--- src/rtl/tbt_pkg.sv ---
package tbt_pkg;
    localparam int CNT_W = 8;
    localparam int PSC_W = 8;
    localparam int DAT_W = 8;

    localparam logic [2:0] A_MODE = 3'd0;
    localparam logic [2:0] A_RUN  = 3'd1;
    localparam logic [2:0] A_PIN  = 3'd2;
    localparam logic [2:0] A_STAT = 3'd3;
    localparam logic [2:0] A_CNT  = 3'd4;

    localparam logic [2:0] PM_SLEEP  = 3'd1;
    localparam logic [2:0] PM_SUBSLP = 3'd4;

    typedef struct packed {
        logic [2:0]       out_sel;
        logic             ext_sel;
        logic             tb_mode;
        logic [1:0]       period;
        logic             clk_run;
        logic             pin_en;
        logic             ovf;
        logic [CNT_W-1:0] cnt;
    } regs_t;
endpackage

--- src/rtl/tbt_sync.sv ---
module tbt_sync #(
    parameter int STAGES = 2
) (
    input  logic clk,
    input  logic rst,
    input  logic async_in,
    output logic level,
    output logic rise
);
    logic [STAGES:0] sh_d, sh_q;

    always_comb begin
        sh_d = {sh_q[STAGES-1:0], async_in};
    end

    always_ff @(posedge clk) begin
        if (rst) sh_q <= '0;
        else     sh_q <= sh_d;
    end

    assign level = sh_q[STAGES-1];
    assign rise  = sh_q[STAGES-1] & ~sh_q[STAGES];
endmodule

--- src/rtl/tbt_prescale.sv ---
module tbt_prescale #(
    parameter int W = 8
) (
    input  logic         clk,
    input  logic         rst,
    input  logic         adv,
    input  logic         clr,
    output logic [W-1:0] value
);
    logic [W-1:0] val_d, val_q;

    always_comb begin
        val_d = val_q;
        if (clr)      val_d = '0;
        else if (adv) val_d = val_q + W'(1);
    end

    always_ff @(posedge clk) begin
        if (rst) val_q <= '0;
        else     val_q <= val_d;
    end

    assign value = val_q;
endmodule

--- src/rtl/tbt_clkmux.sv ---
module tbt_clkmux
    import tbt_pkg::*;
(
    input  logic       clk,
    input  logic       rst,
    input  logic       pin_en,
    input  logic       ext_sel,
    input  logic [2:0] sel,
    input  logic [2:0] pwr_mode,
    input  logic [3:0] sys_taps,
    input  logic [3:0] sub_taps,
    input  logic       sub_level,
    output logic       clk_out
);
    logic       out_d, out_q;
    logic [1:0] idx;
    logic       src, valid;

    always_comb begin
        idx = ~sel[1:0];
        if (ext_sel) begin
            src   = sub_level;
            valid = 1'b1;
        end else if (sel[2]) begin
            src   = sub_taps[idx];
            valid = (pwr_mode <= PM_SUBSLP);
        end else begin
            src   = sys_taps[idx];
            valid = (pwr_mode <= PM_SLEEP);
        end
        out_d = pin_en & valid & src;
    end

    always_ff @(posedge clk) begin
        if (rst) out_q <= 1'b0;
        else     out_q <= out_d;
    end

    assign clk_out = out_q;
endmodule

--- src/rtl/tbt_timer.sv ---
module tbt_timer
    import tbt_pkg::*;
(
    input  logic             clk,
    input  logic             rst,
    input  logic             sub_clk,
    input  logic [2:0]       pwr_mode,
    input  logic             wr_en,
    input  logic [2:0]       addr,
    input  logic [DAT_W-1:0] wdata,
    output logic [DAT_W-1:0] rdata,
    output logic             irq,
    output logic             clk_out
);
    regs_t r_d, r_q;

    logic             sub_level, sub_tick;
    logic [PSC_W-1:0] psc_sys, psc_sub, mask;
    logic [2:0]       shift;
    logic             tb_clr, tick_int, tick_tb, cnt_tick;

    // Signals named for the bound checker
    logic             mode_w, run_w, pin_w, ext_w, pick_sub_w;
    logic [CNT_W-1:0] cnt_w;

    tbt_sync #(.STAGES(2)) u_sync (
        .clk(clk), .rst(rst), .async_in(sub_clk),
        .level(sub_level), .rise(sub_tick)
    );

    tbt_prescale #(.W(PSC_W)) u_psc_sys (
        .clk(clk), .rst(rst), .adv(1'b1), .clr(1'b0), .value(psc_sys)
    );

    tbt_prescale #(.W(PSC_W)) u_psc_sub (
        .clk(clk), .rst(rst), .adv(sub_tick), .clr(tb_clr), .value(psc_sub)
    );

    tbt_clkmux u_mux (
        .clk(clk), .rst(rst), .pin_en(r_q.pin_en), .ext_sel(r_q.ext_sel),
        .sel(r_q.out_sel), .pwr_mode(pwr_mode),
        .sys_taps(psc_sys[4:1]), .sub_taps(psc_sub[4:1]),
        .sub_level(sub_level), .clk_out(clk_out)
    );

    always_comb begin
        tb_clr   = wr_en && (addr == A_MODE) && wdata[2] && r_q.tb_mode;
        shift    = r_q.tb_mode ? (3'd7 - {1'b0, r_q.period})
                               : (3'd6 - {1'b0, r_q.period});
        mask     = (PSC_W'(1) << shift) - PSC_W'(1);
        tick_int = ((psc_sys & mask) == mask);
        tick_tb  = sub_tick && ((psc_sub & mask) == mask);
        cnt_tick = r_q.clk_run && (r_q.tb_mode ? tick_tb : tick_int);
    end

    always_comb begin
        r_d = r_q;
        if (wr_en) begin
            case (addr)
                A_MODE: begin
                    r_d.out_sel = wdata[7:5];
                    r_d.ext_sel = wdata[4];
                    r_d.period  = wdata[1:0];
                    if (r_q.clk_run) r_d.tb_mode = wdata[3];
                end
                A_RUN:  r_d.clk_run = wdata[0];
                A_PIN:  r_d.pin_en  = wdata[0];
                A_STAT: if (!wdata[0]) r_d.ovf = 1'b0;
                default: ;
            endcase
        end
        if (tb_clr) begin
            r_d.cnt = '0;
        end else if (cnt_tick) begin
            r_d.cnt = r_q.cnt + CNT_W'(1);
            if (&r_q.cnt) r_d.ovf = 1'b1;
        end
    end

    always_ff @(posedge clk) begin
        if (rst) r_q <= '0;
        else     r_q <= r_d;
    end

    always_comb begin
        case (addr)
            A_MODE:  rdata = {r_q.out_sel, r_q.ext_sel, r_q.tb_mode, 1'b0, r_q.period};
            A_RUN:   rdata = {7'd0, r_q.clk_run};
            A_PIN:   rdata = {7'd0, r_q.pin_en};
            A_STAT:  rdata = {7'd0, r_q.ovf};
            A_CNT:   rdata = r_q.cnt;
            default: rdata = '0;
        endcase
    end

    assign irq        = r_q.ovf;
    assign mode_w     = r_q.tb_mode;
    assign run_w      = r_q.clk_run;
    assign pin_w      = r_q.pin_en;
    assign ext_w      = r_q.ext_sel;
    assign pick_sub_w = r_q.out_sel[2];
    assign cnt_w      = r_q.cnt;
endmodule

--- config.mk ---
export PLATFORM = sky130hd
export DESIGN_NAME = tbt_timer
export DESIGN_NICKNAME = d
export VERILOG_FILES = /design/src/rtl/tbt_pkg.sv /design/src/rtl/tbt_sync.sv /design/src/rtl/tbt_prescale.sv /design/src/rtl/tbt_clkmux.sv /design/src/rtl/tbt_timer.sv
export SDC_FILE = /design/constraint.sdc
export NUM_CORES = 1
export LEC_CHECK = 0
export ABC_AREA = 1
export ABC_CLOCK_PERIOD_IN_PS = 2100
export BUFFER_PORTS_ARGS = -buffer_cell sky130_fd_sc_hd__buf_4
export CORE_MARGIN = 2
export CORE_UTILIZATION = 30
export CTS_BUF_LIST = sky130_fd_sc_hd__clkbuf_8
export CTS_CLUSTER_DIAMETER = 120
export DETAILED_ROUTE_END_ITERATION = 8
export SLEW_MARGIN = 5
export SYNTH_ARGS = -nofsm -noshare
export SYNTH_HDL_FRONTEND = slang
export SYNTH_SLANG_ARGS = --single-unit
export TNS_END_PERCENT = 100
--- constraint.sdc ---
create_clock -name clk -period 2.1 [get_ports clk]
set_input_delay 0.21 -clock clk [delete_from_list [all_inputs] [get_ports clk]]
set_output_delay 0.21 -clock clk [all_outputs]
set_load 0.03 [all_outputs]
==> summary.txt, run 1 <==
status = complete, but fails checks
failing checks = negative setup slack
Clock Pin Slew Worst Setup and Hold Paths = 0.08 ns
final WL = 5370 µm
DR WL/cell = 13.0 µm
Seq cells post-synth = 36
vias in the first global route = 1902
Arr. time, crit path = 2.27 ns
largest net degree at the start of global routing = 15
Port Buffers = 27
Mapped Avg Cell Area = 7.02 µm²
count of final hold-check violations = 0
Mapped Cells = 288
clock latency on the worst-skew pair = 0.29 ns
period utilization = 100%
fin cells = 414
Placed Area = 2420 µm²
post-layout min period = 2.11 ns
largest delay contributor family on the critical path = simple AND/OR/NAND/NOR gates
MaxCap Viol Count = 0
total negative slack = -0.00699 ns
Post-synth EDFFs = 0
final instance area = 2630 µm²
hold depth = 3
first-pass GRT wire length = 8740 µm
Antenna Nets Post-Route = 0
Slowest-stage cell, CP = dfxtp_2
Slew @ Worst Pin = 0.543 ns
H-tree levels = 2
Ports = 28
Core Rows = 29
leakage dissipation = 1.05 nW
antenna violations before repair = 0
worst reg2reg path depth = 15
CP startpoint kind = flip-flop
GRT Overall Usage = 14.6%
CTS tree = built
Die X-Extent = 86.1 µm
die area = 7410 µm²
layout cells sized above 1 = 26.1%
layout net count = 360
area grow syn2layout = 30.0%
die height = 86.1 µm
Post-DP HPWL = 4010 µm
critical path depth = 15
Clock Path Buffers = 2
commonest non-fill, non-tap cell in the layout = inv_1
total CTS buffers = 5
pwr/cell area = 533 nW/µm²
vias per cell = 4.87
Post-Route Utilization = 40.9%
cell count after placement = 402
VDD IR max = 0.332 mV
Ys Warns = 0
most frequent cells in the layout = 44 x inv_1, 41 x buf_4, 34 x dfxtp_1
syn nets = 312
Rel. slew slack = 63.7%
Finish-stage setup viols = 1
post-synthesis async set-or-reset flop share = 0%
Unique masters post-synth = 32
slack of the critical path = -0.00699 ns
number of clock sinks = 36
sequential share of the synthesized area = 35.7%
WP buf/inv = 3
CP max stage delay = 0.34 ns
drt initial violations = 124
Critical Path RT = 2.26 ns
via total after detailed routing = 2017
CP Capture Type = flip-flop
synthesized area = 2020 µm²
Critical Path Fanout Max = 5
fin. max-slew vios = 0
Min-Delay Path Class = input pin to flip-flop
RSZ-0062 raised after global routing = yes
path type of the worst setup path = flip-flop to flip-flop
pre-CTS setup slack = -0.0785 ns
fmax = 0.475 GHz
DRC violations left = 0
TritonRoute pass-1 iters = 4
grt ovf = 0
# diodes = 0
CTS Hold Bufs = 0
root buf cell = clkbuf_8
Initial Util = 31.5%
Main synth FF type = dfxtp_1
core area = 6420 µm²
RePlAce Congestion = 0.896
CP Cell Sequence = ha_4, buf_6, nand4_1, ha_4, inv_2, nand3_2, nand2_2, nand2_1, nor2_1, nor2_1, nand2_2, nand2_4, buf_4, nand4_1, a21oi_1
clk_skew = 0.00489 ns
==> tightest hold or removal path: cells and delay by family <==
family | cells | cell delay [ns]
buf+inv | 2 | 0.11
simple gates | 1 | 0.07
==> layout make-up <==
type	count	area, µm²
fillers	627	3790
multi-input cells	201	1180
flip-flops and latches	36	723
repair buffers	44	350
inverters	48	183
well taps	77	96.3
clock buffers	6	82.6
clock inverters	2	15.0
==> through the flow <==
| step | power, mW | hold WS, ns |
|---|---|---|
| after floorplan | 0.802 | 0.317 |
| after global placement | 0.862 | 0.390 |
| after detailed placement | 0.865 | 0.392 |
| after CTS | 1.41 | 0.118 |
| after global routing | 1.45 | 0.132 |
| final | 1.40 | 0.121 |
==> power breakdown <==
group	internal, mW	switching [mW]	leakage [nW]
Combinational	0.0642	0.0831	0.714
Clock	0.266	0.276	0.0434
Sequential	0.696	0.0150	0.293
==> final timing paths <==
path	start	endpoint	slack (ns)
setup / recovery	r_q[12]	cnt_w[4]	-0.007
hold / removal	sub_clk	u_sync.sh_q[0]	0.12
setup reg to reg	r_q[12]	cnt_w[4]	-0.007
hold reg to reg	u_sync.sh_q[0]	u_sync.sh_q[1]	0.40
==> metal layers <==
layer  up-vias  track usage, %  part of all wire (%)
li1       1059               -                     -
met1       896            19.1                    46
met2        52            24.6                    48
met3        10            2.31                   4.5
met4         0            4.62                   1.9
met5         -               0                     0
==> kinds of logic (layout without fill, tap and decap cells) <==
logic type / Yosys count / count (layout) / share of synthesized area (%)
AOI/OAI and AO/OA: 68 / 68 / 18.6
xor gates and xnor gates: 7 / 7 / 3.03
adders and majority gates: 6 / 6 / 3.72
buffers and inverters: 53 / 100 / 10.2
DFF: 36 / 36 / 35.7
and+or+nand+nor: 118 / 120 / 28.8
==> synth_stat cells, types with 7 or more instances <==
master    n  share of area, %
inv_1    45               8.4
dfxtp_1  36                36
nand2_1  36               6.7
a21oi_1  31               7.7
nor2_1   27               5.0
o21ai_0  22               5.4
nand3_1  16               4.0
nand4_1  13               4.0
nand2_2  11               3.4
nor3_1    7               1.7
o22ai_1   7               2.2
==> sequential cells by signal, indices dropped and copies added (netlist names), 3 cells and up <==
register / flops
cnt_w: 8
r_q: 4
u_psc_sub.value: 7
u_psc_sys.value: 7
u_sync.sh_q: 3
==> repair_timing <==
item / 4_1_cts / 5_1_grt
endpoints found under the setup margin: 9 / 9
cloned: 1 / 1
pin swaps: 4 / 9
setup buffers: 0 / 2
gates resized for setup: 9 / 11
Note: power is estimated with default switching activity, not from simulation.
==> run 2: changes to the inputs <==
--- a/config.mk
+++ b/config.mk
@@ -7,12 +7,13 @@
 export LEC_CHECK = 0
 export ABC_AREA = 1
 export ABC_CLOCK_PERIOD_IN_PS = 2100
-export BUFFER_PORTS_ARGS = -buffer_cell sky130_fd_sc_hd__buf_4
 export CORE_MARGIN = 2
 export CORE_UTILIZATION = 30
 export CTS_BUF_LIST = sky130_fd_sc_hd__clkbuf_8
 export CTS_CLUSTER_DIAMETER = 120
 export DETAILED_ROUTE_END_ITERATION = 8
+export DONT_BUFFER_PORTS = 1
+export MAX_ROUTING_LAYER = met4
 export SLEW_MARGIN = 5
 export SYNTH_ARGS = -nofsm -noshare
 export SYNTH_HDL_FRONTEND = slang
==> run 2 against run 1 <==
  * The flow now finishes without violations
  * Core utilization fell by 1.9 points
  * Worst hold slack got worse by 0.11 ns
  * Die area did not move
  * Register-to-register slack barely moved
  * Sequential power barely moved
  * First-iteration DRC count rose by 15%
  * Via count fell by 1.1%
  * Highest routed layer unchanged
==> summary.txt, run 2 (same netlist as run 1, synthesis figures left out) <==
status = finished clean (was complete, but fails checks)
total CTS buffers = 5 (unchanged)
CP startpoint kind = flip-flop (unchanged)
most frequent cells in the layout = 45 x inv_1, 33 x dfxtp_1, 28 x a21oi_1 (was 44 x inv_1, 41 x buf_4, 34 x dfxtp_1)
area grow syn2layout = 24.0% (was 30.0%)
DRC violations left = 0 (unchanged)
clock latency on the worst-skew pair = 0.29 ns (about the same)
# diodes = 0 (unchanged)
Initial Util = 31.5% (unchanged)
first-pass GRT wire length = 8650 µm (was 8740 µm)
Clock Pin Slew Worst Setup and Hold Paths = 0.08 ns (about the same)
Rel. slew slack = 54.2% (was 63.7%)
vias in the first global route = 1858 (was 1902)
Ports = 28 (unchanged)
Die X-Extent = 86.1 µm (unchanged)
CTS tree = built (unchanged)
fin. max-slew vios = 0 (unchanged)
max reg flops = 8 (unchanged)
layout net count = 338 (was 360)
root buf cell = clkbuf_8 (unchanged)
Core Rows = 29 (unchanged)
Post-DP HPWL = 3940 µm (was 4010 µm)
period utilization = 99.8% (was 100%)
RSZ-0062 raised after global routing = yes (unchanged)
TritonRoute pass-1 iters = 4 (unchanged)
H-tree levels = 2 (unchanged)
number of clock sinks = 36 (unchanged)
clk_skew = 0.00433 ns (was 0.00489 ns)
Hold Path Origin = sub_clk (unchanged)
count of final hold-check violations = 0 (unchanged)
leakage dissipation = 0.954 nW (was 1.05 nW)
Clock Path Buffers = 2 (unchanged)
final WL = 5450 µm (was 5370 µm)
layout cells sized above 1 = 23.2% (was 26.1%)
VDD IR max = 0.379 mV (was 0.332 mV)
Antenna Nets Post-Route = 0 (unchanged)
antenna violations before repair = 0 (unchanged)
path type of the worst setup path = flip-flop to flip-flop (unchanged)
commonest non-fill, non-tap cell in the layout = inv_1 (unchanged)
filler instances = 641 (was 627)
Worst R2R Start = r_q[12] (unchanged)
Post-Route Utilization = 39.0% (was 40.9%)
Min-Delay Path Class = input pin to flip-flop (unchanged)
drt initial violations = 143 (was 124)
fmax = 0.477 GHz (was 0.475 GHz)
Finish-stage setup viols = 0 (was 1)
CP startpoint = r_q[12] (unchanged)
die area = 7410 µm² (unchanged)
vias per cell = 5.09 (was 4.87)
MaxCap Viol Count = 0 (unchanged)
CP Capture Type = flip-flop (unchanged)
pwr/cell area = 576 nW/µm² (was 533 nW/µm²)
Critical Path Fanout Max = 5 (unchanged)
post-layout min period = 2.10 ns (was 2.11 ns)
Critical Path RT = 2.33 ns (was 2.26 ns)
via total after detailed routing = 1994 (was 2017)
die height = 86.1 µm (unchanged)
core area = 6420 µm² (unchanged)
slack of the critical path = 0.00345 ns (was -0.00699 ns)
grt ovf = 0 (unchanged)
GRT Overall Usage = 15.4% (was 14.6%)
Slew @ Worst Pin = 0.697 ns (was 0.543 ns)
Arr. time, crit path = 2.32 ns (was 2.27 ns)
Port Buffers = 0 (was 27)
RePlAce Congestion = 0.877 (was 0.896)
pre-CTS setup slack = -0.0734 ns (was -0.0785 ns)
largest net degree at the start of global routing = 15 (unchanged)
DR WL/cell = 13.9 µm (was 13.0 µm)
==> run 2: worst max-delay path: stages, from the launching register on <==
cell and delay, ns:
dfxtp_4 0.36, ha_4 0.24, nand2_1 0.07, nand2_2 0.07, nand3_4 0.10, ha_4 0.17
nand4_1 0.15, nand3_2 0.11, nand2_2 0.06, o21ai_4 0.24, buf_6 0.15, nand4_1 0.13
a21oi_2 0.17
==> run 2: timing repair <==
action,4_1_cts,5_1_grt
hold buffers,1,0
gates cloned,0,2
setup endpoints to repair,9,9
gates resized for setup,9,24
pin swaps,4,16
buffers inserted,0,3
endpoints found under the hold margin,7,0
==> run 2: stage by stage <==
stage / setup TNS, ns / instances / power, mW / instance area, µm² / hold slack (ns)
2_1_floorplan: 0 / 288 / 0.802 / 2020 / 0.317
3_3_place_gp: -0.320 / 378 / 0.830 / 2230 / 0.278
3_5_place_dp: -0.566 / 378 / 0.831 / 2230 / 0.280
4_1_cts: 0 / 387 / 1.45 / 2390 / 0.00358
5_1_grt: -0.981 / 392 / 1.50 / 2500 / 0.00763
6_report: 0 / 392 / 1.44 / 2500 / 0.0149
==> run 2: per-layer routing <==
| layer | GRT usage, % | vias up | wire length, µm |
|---|---|---|---|
| met1 | 18.9 | 921 | 2460 |
| met4 | 6.20 | 0 | 82 |
| met5 | - | - | 0 |
| met2 | 24.5 | 49 | 2670 |
| met3 | 3.18 | 9 | 232 |
| li1 | - | 1015 | - |
==> run 2: area by class of cell <==
class	count	area (µm²)	area share, %
tap	77	96.3	3.85
multi-input combinational	201	1210	48.3
sequential	36	727	29.0
clock buffer	5	68.8	2.75
inverter	48	183	7.29
timing repair buffer	22	183	7.29
clock inverter	3	38.8	1.55
==> run 2: final timing paths <==
check,end,slack (ns),depth (start not counted)
worst min-delay path,u_sync.sh_q[0],0.01,2
worst min register to register,u_sync.sh_q[1],0.40,2
worst max register to register,cnt_w[6],0.003,12
worst max-delay path,cnt_w[6],0.003,12
==> run 2: power breakdown <==
part	switching [mW]	internal, mW	total [mW]
clock	0.263	0.348	0.611
combinational	0.0764	0.0456	0.122
sequential	0.0150	0.696	0.711
total	0.355	1.09	1.44
==> run 3: changes to the inputs <==
--- a/config.mk
+++ b/config.mk
@@ -7,6 +7,7 @@
 export LEC_CHECK = 0
 export ABC_AREA = 1
 export ABC_CLOCK_PERIOD_IN_PS = 2100
+export CORE_ASPECT_RATIO = 0.7
 export CORE_MARGIN = 2
 export CORE_UTILIZATION = 30
 export CTS_BUF_LIST = sky130_fd_sc_hd__clkbuf_8
==> run 3 against run 2 <==
  * Non-clock buffer count up 1
  * Final area up 0.15%
  * Clock power down 14%
  * Register-to-register slack about the same
  * Clock skew up 0.0070 ns
  * Sequential power about the same
  * First-iteration DRC count down 9.8%
  * Fmax up 0.49%
  * Flip-flop and latch count unchanged
  * Via count down 2.0%
  * Worst hold slack better by 0.00071 ns
  * Count of clock-buffer cells in the layout up 1
  * Highest routed layer unchanged
==> summary.txt, run 3 (same netlist as run 1, synthesis figures left out) <==
layout cells sized above 1 = 21.8% (was 23.2%)
Critical Path Fanout Max = 7 (was 5)
max reg flops = 8 (unchanged)
commonest non-fill, non-tap cell in the layout = inv_1 (unchanged)
root buf cell = clkbuf_8 (unchanged)
Sw Pwr = 0.356 mW (was 0.355 mW)
Finish-stage setup viols = 0 (unchanged)
vias per cell = 4.79 (was 5.09)
layout net count = 339 (was 338)
vias in the first global route = 1852 (was 1858)
CP Cell Sequence = ha_4, buf_6, nand4_1, ha_4, o21ai_2, nand2_2, nand3_2, nand2_2, o21ai_4, buf_12, nand4_1, a21oi_2 (was ha_4, nand2_1, nand2_2, nand3_4, ha_4, nand4_1, nand3_2, nand2_2, o21ai_4, buf_6, nand4_1, a21oi_2)
Post-DP HPWL = 4070 µm (was 3940 µm)
clk_skew = 0.0113 ns (was 0.00433 ns)
H-tree levels = 2 (unchanged)
Clock Path Buffers = 2 (unchanged)
via total after detailed routing = 1955 (was 1994)
DR WL/cell = 13.8 µm (was 13.9 µm)
Slowest-stage cell, CP = dfxtp_2 (was dfxtp_4)
Critical Path RT = 2.32 ns (was 2.33 ns)
largest net degree at the start of global routing = 15 (unchanged)
Slew @ Worst Pin = 0.671 ns (was 0.697 ns)
Die X-Extent = 102 µm (was 86.1 µm)
grt ovf = 0 (unchanged)
slack of the critical path = 0.0137 ns (was 0.00345 ns)
VDD IR max = 0.279 mV (was 0.379 mV)
die area = 7420 µm² (was 7410 µm²)
CP max stage delay = 0.34 ns (was 0.36 ns)
CTS tree = built (unchanged)
total CTS buffers = 5 (unchanged)
Ports = 28 (unchanged)
met2 Track Usage GR = 22.3% (was 24.5%)
post-layout min period = 2.09 ns (was 2.10 ns)
Initial Util = 31.7% (was 31.5%)
antenna violations before repair = 1 (was 0)
clock latency on the worst-skew pair = 0.30 ns (was 0.29 ns)
Total Power = 1.36 mW (was 1.44 mW)
CP startpoint kind = flip-flop (unchanged)
number of clock sinks = 36 (unchanged)
sequential power share = 52.3% (was 49.2%)
MaxCap Viol Count = 0 (unchanged)
core area = 6370 µm² (was 6420 µm²)
DRC violations left = 0 (unchanged)
RSZ-0062 raised after global routing = yes (unchanged)
first-pass GRT wire length = 8960 µm (was 8650 µm)
TritonRoute pass-1 iters = 4 (unchanged)
status = finished clean (unchanged)
pwr/cell area = 543 nW/µm² (was 576 nW/µm²)
fmax = 0.479 GHz (was 0.477 GHz)
count of final hold-check violations = 0 (unchanged)
total negative slack = 0 ns (unchanged)
Port Buffers = 0 (unchanged)
largest delay contributor family on the critical path = adder cells (was simple AND/OR/NAND/NOR gates)
drt initial violations = 129 (was 143)
CP Capture Type = flip-flop (unchanged)
M3 GR Usage = 4.50% (was 3.18%)
met1 Usage GRT = 23.8% (was 18.9%)
GRT Overall Usage = 16.3% (was 15.4%)
path type of the worst setup path = flip-flop to flip-flop (unchanged)
power share of the clock group = 38.6% (was 42.3%)
Clock Pin Slew Worst Setup and Hold Paths = 0.08 ns (about the same)
area grow syn2layout = 24.1% (was 24.0%)
Pint = 1.01 mW (was 1.09 mW)
most frequent cells in the layout = 44 x inv_1, 33 x dfxtp_1, 32 x nand2_1 (was 45 x inv_1, 33 x dfxtp_1, 28 x a21oi_1)
die height = 72.7 µm (was 86.1 µm)
fin. max-slew vios = 0 (unchanged)
Hold Worst Slack = 0.0156 ns (was 0.0149 ns)
Antenna Nets Post-Route = 0 (unchanged)
pre-CTS setup slack = -0.0848 ns (was -0.0734 ns)
Combinational Power Share = 9.1% (was 8.4%)
GR peak layer = met1 (was met2)
WP buf/inv = 2 (was 1)
leakage dissipation = 0.955 nW (was 0.954 nW)
period utilization = 99.3% (was 99.8%)
RePlAce Congestion = 0.922 (was 0.877)
Arr. time, crit path = 2.31 ns (was 2.32 ns)
Core Rows = 24 (was 29)
Min-Delay Path Class = input pin to flip-flop (unchanged)
final WL = 5630 µm (was 5450 µm)
Rel. slew slack = 55.9% (was 54.2%)
Sw Ratio = 26.2% (was 24.6%)
-- run 3: cell count changes in the layout (fill, tap and decap cells not counted), moves of 2 or more --
| cell | previous run | this run |
|---|---|---|
| nand2_2 | 20 | 15 |
| a21oi_1 | 28 | 30 |
| nand2_1 | 27 | 32 |
| a21oi_2 | 3 | 1 |
-- run 3: path summary, 6_finish.rpt --
kind	depth (start not counted)	slack, ns	endpoint	start
max	12	0.01	cnt_w[5]	r_q[11]
min	2	0.02	u_sync.sh_q[0]	sub_clk
max reg2reg	12	0.01	cnt_w[5]	r_q[11]
min reg2reg	2	0.40	u_sync.sh_q[1]	u_sync.sh_q[0]
-- run 3: per-stage QoR --
stage | area, µm² | util, % | std cells
after floorplan | 2020 | - | 288
after global placement | 2260 | 35.5 | 392
after detailed placement | 2260 | 35.5 | 392
after CTS | 2410 | 37.9 | 403
after global routing | 2510 | 39.4 | 408
final | 2510 | 39.4 | 408
-- run 3: power by group through the flow --
| stage | Clock (mW) | Sequential [mW] | Combinational, mW |
|---|---|---|---|
| final | 0.525 | 0.713 | 0.124 |
| after floorplan | 0 | 0.721 | 0.0806 |
| after global placement | 0 | 0.726 | 0.104 |
| after CTS | 0.542 | 0.712 | 0.113 |
| after global routing | 0.569 | 0.715 | 0.140 |
| after detailed placement | 0 | 0.727 | 0.105 |
-- run 3: final cells by class --
cell class              count  area, µm²
multi-input cells         201       1190
repair buffers             23        199
clock inverters             2       10.0
flip-flops and latches     36        724
well taps                  91        114
diodes                      1       2.50
fillers                   670       3860
inverters                  48        183
clock buffers               6       82.6
-- run 3: worst register-to-register path, delay by kind of cell, from the launching register on --
family	cells	cell delay [ns]
AO/OA/AOI/OAI	3	0.49
adder cells (fa/ha/maj)	2	0.49
buffers and inverters	2	0.24
flip-flops	1	0.34
AND/OR/NAND/NOR	5	0.46
-- run 3: routing by layer --
| layer | wire (µm) | part of all wire [%] |
|---|---|---|
| met4 | 57 | 1.0 |
| met1 | 2940 | 52 |
| met3 | 401 | 7.1 |
| met2 | 2230 | 40 |
| met5 | 0 | 0 |
-- run 3: repair_timing --
action | in CTS | in global routing
endpoints found under the setup margin | 9 | 9
resized for setup | 10 | 15
buffers inserted | 1 | 3
hold endpoints to repair | 7 | 0
hold buffers | 1 | 0
pin swaps | 6 | 16
cloned | 1 | 1
